--- src/rtl/piso_pkg.sv ---
package piso_pkg;
  typedef enum logic {
    PISO_LOAD  = 1'b0,
    PISO_SHIFT = 1'b1
  } piso_mode_e;
endpackage

--- src/rtl/piso_gclk_edge.sv ---
module piso_gclk_edge (
  input  logic clk,
  input  logic rst_n,
  input  logic ext_clk,
  input  logic clk_inh,
  output logic shift_edge
);
  logic gated;
  logic gated_q;

  assign gated = ext_clk | clk_inh;

  // Reset high so an OR already high at release does not count as an edge.
  always_ff @(posedge clk or negedge rst_n) begin
    if (!rst_n) gated_q <= 1'b1;
    else        gated_q <= gated;
  end

  assign shift_edge = gated & ~gated_q;

  // inhibit held high across two samples blocks any edge
  a_r5_inhibit_blocks: assert property (@(posedge clk) disable iff (!rst_n)
    ($past(clk_inh) && clk_inh) |-> !shift_edge);

  // a level held high yields a single edge
  a_r6_single_edge: assert property (@(posedge clk) disable iff (!rst_n)
    shift_edge |=> !shift_edge);
endmodule

--- src/rtl/piso_stage_chain.sv ---
module piso_stage_chain
  import piso_pkg::*;
#(
  parameter int WIDTH = 8
) (
  input  logic             clk,
  input  logic             rst_n,
  input  piso_mode_e       mode,
  input  logic             shift_edge,
  input  logic             ser_in,
  input  logic [WIDTH-1:0] par_in,
  output logic [WIDTH-1:0] stages
);
  for (genvar i = 0; i < WIDTH; i++) begin : g_stage
    logic from_below;
    if (i == 0) begin : g_head
      assign from_below = ser_in;
    end else begin : g_body
      assign from_below = stages[i-1];
    end

    always_ff @(posedge clk or negedge rst_n) begin
      if (!rst_n)                 stages[i] <= 1'b0;
      else if (mode == PISO_LOAD) stages[i] <= par_in[i];
      else if (shift_edge)        stages[i] <= from_below;
    end
  end

  // load mode captures the parallel word, even on a shift edge
  a_r2_load: assert property (@(posedge clk) disable iff (!rst_n)
    (mode == PISO_LOAD) |=> stages == $past(par_in));

  // shift moves toward the top and inserts the serial bit
  a_r3_shift: assert property (@(posedge clk) disable iff (!rst_n)
    (mode == PISO_SHIFT && shift_edge) |=>
      stages == {$past(stages[WIDTH-2:0]), $past(ser_in)});

  // no edge in shift mode leaves the register unchanged
  a_r9_hold: assert property (@(posedge clk) disable iff (!rst_n)
    (mode == PISO_SHIFT && !shift_edge) |=> $stable(stages));
endmodule

--- src/rtl/piso_shift_reg.sv ---
module piso_shift_reg
  import piso_pkg::*;
#(
  parameter int WIDTH = 8
) (
  input  logic             clk,
  input  logic             rst_n,
  input  logic             shift_load,
  input  logic             ext_clk,
  input  logic             clk_inh,
  input  logic             ser_in,
  input  logic [WIDTH-1:0] par_in,
  output logic             ser_out
);
  localparam int TOP = WIDTH - 1;

  logic             shift_edge;
  logic [WIDTH-1:0] stages;
  piso_mode_e       mode;

  assign mode = piso_mode_e'(shift_load);

  piso_gclk_edge u_edge (
    .clk        (clk),
    .rst_n      (rst_n),
    .ext_clk    (ext_clk),
    .clk_inh    (clk_inh),
    .shift_edge (shift_edge)
  );

  piso_stage_chain #(.WIDTH(WIDTH)) u_chain (
    .clk        (clk),
    .rst_n      (rst_n),
    .mode       (mode),
    .shift_edge (shift_edge),
    .ser_in     (ser_in),
    .par_in     (par_in),
    .stages     (stages)
  );

  assign ser_out = stages[TOP];

  // after a load the serial output presents the top parallel bit
  a_r4_top_first: assert property (@(posedge clk) disable iff (!rst_n)
    !shift_load |=> ser_out == $past(par_in[TOP]));
endmodule

--- config.mk ---
export PLATFORM = sky130hd
export DESIGN_NAME = piso_shift_reg
export DESIGN_NICKNAME = d
export VERILOG_FILES = /design/src/rtl/piso_pkg.sv /design/src/rtl/piso_gclk_edge.sv /design/src/rtl/piso_stage_chain.sv /design/src/rtl/piso_shift_reg.sv
export SDC_FILE = /design/constraint.sdc
export NUM_CORES = 1
export LEC_CHECK = 0
export BUFFER_PORTS_ARGS = -buffer_cell sky130_fd_sc_hd__buf_2
export CAP_MARGIN = 20
export CORE_UTILIZATION = 35
export CTS_CLUSTER_SIZE = 16
export DETAILED_ROUTE_END_ITERATION = 10
export SYNTH_ARGS = -nofsm -noshare
export SYNTH_HDL_FRONTEND = slang
export SYNTH_HIERARCHICAL = 1
export SYNTH_SLANG_ARGS = --single-unit
--- constraint.sdc ---
create_clock -name clk -period 2.6 [get_ports clk]
set_clock_uncertainty 0.15 [all_clocks]
set_input_delay 0.26 -clock clk [delete_from_list [all_inputs] [get_ports clk]]
set_output_delay 0.26 -clock clk [all_outputs]
set_load 0.02 [all_outputs]
==> results.cfg, run 1 <==
[worst_setup_path]
crit_fanout = 8
end_kind = flip-flop
reg2reg_to = u_chain/g_stage[2].from_below
worstPathRequired_ns = 2.59
r2r_slack_ns = 1.26
crit_type = flip-flop to flip-flop
r2r_cells = 3
worstSetupStartpointType = flip-flop
worstReg2RegStart = u_edge/gated_q
cp.arrival_ns = 1.33

[sta]
worst_slack_ns = 1.26
tightest_slew_ns = 0.262
final.min_clock_period_ns = 1.34
setup_viol = 0
finalSetupTns_ns = 0
finalHoldViolCount = 0
fmax_mhz = 744
post-route-period-util_pct = 51.7
slew_violations = 0
rsz0062_at_grt = false
max-slew-margin-rel_pct = 82.5

[layout]
mostFrequentLayoutCells = 14 x buf_2, 8 x mux2i_1, 8 x nor2_1, 8 x dfrtp_1, 7 x a21oi_1
area_growth_pct = 22.0
seqCellArea_sq_um = 226
multi_input_area_sq_um = 170
num-fill-cells = 120
drive_gt1_share_pct = 37.0
layout_commonest_cell = buf_2
antennaDiodeCount = 0
nNetsFinal = 69

[placed_design]
numPortBuffers = 14
preCtsSetupSlack_ns = 1.25
gp_congestion = 0.625

[routing]
viasPerCell = 4.49
postRouteAntennaNets = 0
drt_iter0_drc = 4
routed_wl_microns = 653
wl_per_cell_microns = 9.60
firstDrtPassIters = 2
drc = 0
num_vias = 305

[run]
drv_cap = 0

[global_route]
grt_pass1_wl_microns = 1160
grt_antenna_before_repair = 0
grt_max_degree = 17
grt_pass1_vias = 284
gr-usage-all-layers_pct = 13.1
grt_remaining_overflow = 0

[power_and_ir_drop]
leakage_nw = 0.232
irDropWorstVdd_uv = 266
p_total_mw = 0.316
p_per_area_mw_per_mm2 = 606

[cts]
cts_root_buffer = clkbuf_4
cts.path.max_buffers = 2
htreeDepth = 1
cts_resized = 0
cts_tree = done
clk_latency_ns = 0.26
clock-sinks = 9
cts_made_buffers = 3
clk_pin_slew_ns = 0.06

[floorplanning]
core_area_sq_mm = 0.00113
rows = 12
die_h_microns = 36.9
die_x_microns = 36.9
initial_utilization_pct = 37.9
dieArea_sq_mm = 0.00136
num_io_pins = 15

[min_path]
min_path_cells = 2
min_from = ext_clk
hold_path_class = input pin to flip-flop
hold_end = u_edge/gated_q

[yosys]
netlist_area_sq_um = 427
yosysWarnings = 6
synth_cells = 38
syn_nets = 52
avgSynthCellArea_sq_um = 11.2

[run_status]
status = complete, no violations
-- cell type report --
type	instances	area share [%]
Sequential cell	9	43.5
Multi-Input combinational cell	26	32.7
Timing Repair Buffer	15	15.4
Clock buffer	4	5.05
Tap cell	14	3.37
-- worst max path at each step --
stage                               endpoint  cells past startpoint  slack, ns      startpoint
3_5_place_dp   u_chain/g_stage[2].from_below                      3       1.25  u_edge/gated_q
4_1_cts        u_chain/g_stage[2].from_below                      3       1.24  u_edge/gated_q
3_3_place_gp   u_chain/g_stage[6].from_below                      3       1.28  u_edge/gated_q
5_1_grt        u_chain/g_stage[6].from_below                      3       1.19  u_edge/gated_q
6_report       u_chain/g_stage[2].from_below                      3       1.26  u_edge/gated_q
2_1_floorplan  u_chain/g_stage[2].from_below                      4       1.32  u_edge/gated_q
-- per-stage QoR --
stage,cell area [sq um],hold slack (ns),utilization (%),cells
floorplan,427,-0.186,-,38
global placement,484,-0.0285,43.0,63
detailed placement,484,-0.0275,43.0,63
CTS,520,0.0535,46.2,68
global route,520,0.0590,46.2,68
finish,520,0.0590,46.2,68
-- state kept, by name (all words and copies together), names as in the netlist --
name and cells:
u_edge/gated_q 1, u_chain/stages 1, u_chain/g_stage.from_below 7
-- report_power, final --
group          leakage, nW  internal, mW  switching, mW
Clock               0.0150        0.0591         0.0487
Combinational        0.117        0.0238         0.0231
Sequential          0.0998         0.154        0.00663
Total                0.232         0.237         0.0784
-- critical path: stages, from the launching register on --
cell and delay [ns]:
dfstp_2 0.36, o21ba_2 0.38, mux2i_1 0.27, a21oi_2 0.08
-- metal layers --
layer / vias to the layer above / share of wire (%) / track usage, %
li1: 164 / - / -
met1: 124 / 53 / 17.1
met2: 13 / 39 / 16.1
met3: 4 / 5.8 / 5.49
met4: 0 / 2.1 / 11.1
met5: - / 0 / 0
-- timing repair --
item	in CTS	in global routing
hold buffers	1	0
hold endpoints to repair	9	0
buffers inserted	0	0
Power figures use the tool's default switching activity.
==> run 2, diff against run 1 <==
Clock period 2.6 ns to 1.1 ns, I/O delays scaled along.
==> results.cfg, run 2 (same netlist as run 1, synthesis figures left out) <==
[sta]
finalSetupTns_ns = -1.03
slew_violations = 0
rsz0062_at_grt = true
hold-worst-slack_ns = 0.0715
tightest_slew_ns = 0.271
worst_slack_ns = -0.146
setup_viol = 8
final.min_clock_period_ns = 1.25
fmax_mhz = 803
max-slew-margin-rel_pct = 82.0
post-route-period-util_pct = 113
finalHoldViolCount = 0

[global_route]
gr-usage-all-layers_pct = 16.1
grt_max_degree = 17
grt_remaining_overflow = 0
grt_pass1_vias = 369
grt_pass1_wl_microns = 1450
grt_antenna_before_repair = 0

[routing]
firstDrtPassIters = 4
drt_iter0_drc = 5
drc = 0
num_vias = 354
wl_per_cell_microns = 10.5
routed_wl_microns = 833
postRouteAntennaNets = 0
viasPerCell = 4.48

[placed_design]
numPortBuffers = 14
preCtsSetupSlack_ns = -0.132
gp_congestion = 0.606
place_area_sq_um = 490
placedCellCount = 63

[worst_setup_path]
cp.arrival_ns = 1.24
slowest_stage = dfstp_2
crit_type = flip-flop to flip-flop
critPathMaxStageDelay_ns = 0.36
worstReg2RegStart = u_edge/gated_q
crit_fanout = 8
end_kind = flip-flop
crit_path_start = u_edge/gated_q
worstSetupStartpointType = flip-flop
worstPathRequired_ns = 1.10
crit_chain = o21ba_4 -> mux2i_1 -> a21oi_2

[power_and_ir_drop]
p_clk_share_pct = 32.6
combPwrFrac_pct = 18.5
intPower_mw = 0.588
irDropWorstVdd_uv = 693
p_seq_share_pct = 48.8
leakage_nw = 0.280
swShare_pct = 24.6
p_sw_mw = 0.192
p_per_area_mw_per_mm2 = 1230
p_total_mw = 0.780

[floorplanning]
core_area_sq_mm = 0.00113
rows = 12
num_io_pins = 15
die_h_microns = 36.9
dieArea_sq_mm = 0.00136
initial_utilization_pct = 37.9
die_x_microns = 36.9

[cts]
cts_resized = 0
htreeDepth = 1
clock-sinks = 9
cts_root_buffer = clkbuf_4
cts_made_buffers = 3
clk_pin_slew_ns = 0.06
clk_latency_ns = 0.26
cts.path.max_buffers = 2
cts_tree = done

[run_status]
status = finished with violations
violations = negative setup slack

[run]
drv_cap = 0

[layout]
layout_commonest_cell = buf_2
fin_area_sq_um = 637
antennaDiodeCount = 0
fin_util_pct = 56.6
fin_cells = 79
area_growth_pct = 49.3
nNetsFinal = 80
largest_reg_flops = 7
mostFrequentLayoutCells = 14 x buf_2, 12 x dlygate4sd3_1, 8 x mux2i_1, 8 x nor2_1, 8 x dfrtp_1
drive_gt1_share_pct = 30.8

[min_path]
hold_path_class = input pin to asynchronous set/reset pin
[run 2: power groups by stage]
stage	logic [mW]	clock network [mW]	registers (mW)
4_1_cts	0.146	0.268	0.381
6_report	0.145	0.255	0.381
5_1_grt	0.161	0.289	0.386
3_3_place_gp	0.111	0	0.387
2_1_floorplan	0.0759	0	0.388
3_5_place_dp	0.113	0	0.387
[run 2: cell type report]
| class | count | area [sq um] |
|---|---|---|
| repair buffers | 26 | 190 |
| multi-input cells | 26 | 176 |
| clock buffers | 4 | 26.3 |
| fillers | 102 | 489 |
| well taps | 14 | 17.5 |
| flip-flops and latches | 9 | 226 |
[run 2: path summary, 6_finish.rpt]
check	endpoint	slack, ns	depth (start not counted)
setup reg to reg	u_chain/g_stage[2].from_below	-0.15	3
hold reg to reg	u_chain/stages[7]	0.41	2
max in group asynchronous	u_edge/gated_q	0.49	2
min in group clk	u_chain/g_stage[3].from_below	0.08	2
hold / removal	u_chain/stages[7]	0.07	2
setup / recovery	u_chain/g_stage[2].from_below	-0.15	3
[run 2: timing repair]
item,in CTS,in global routing
setup buffers,0,0
hold buffers,12,0
hold endpoints to repair,18,0
pin swaps,3,3
setup endpoints to repair,8,8
[run 2: worst max-delay path: cells and delay by family, from the launching register on]
| family | cells | cell delay [ns] |
|---|---|---|
| DFF | 1 | 0.36 |
| AOI/OAI and AO/OA | 2 | 0.38 |
| muxes | 1 | 0.25 |
[run 2: per-layer routing]
metal / share of wire, % / GRT usage, % / vias to the layer above
li1: - / - / 185
met1: 45 / 19.2 / 154
met2: 47 / 24.1 / 13
met3: 6.2 / 9.15 / 2
met4: 0.96 / 5.56 / 0
met5: 0 / 0 / -
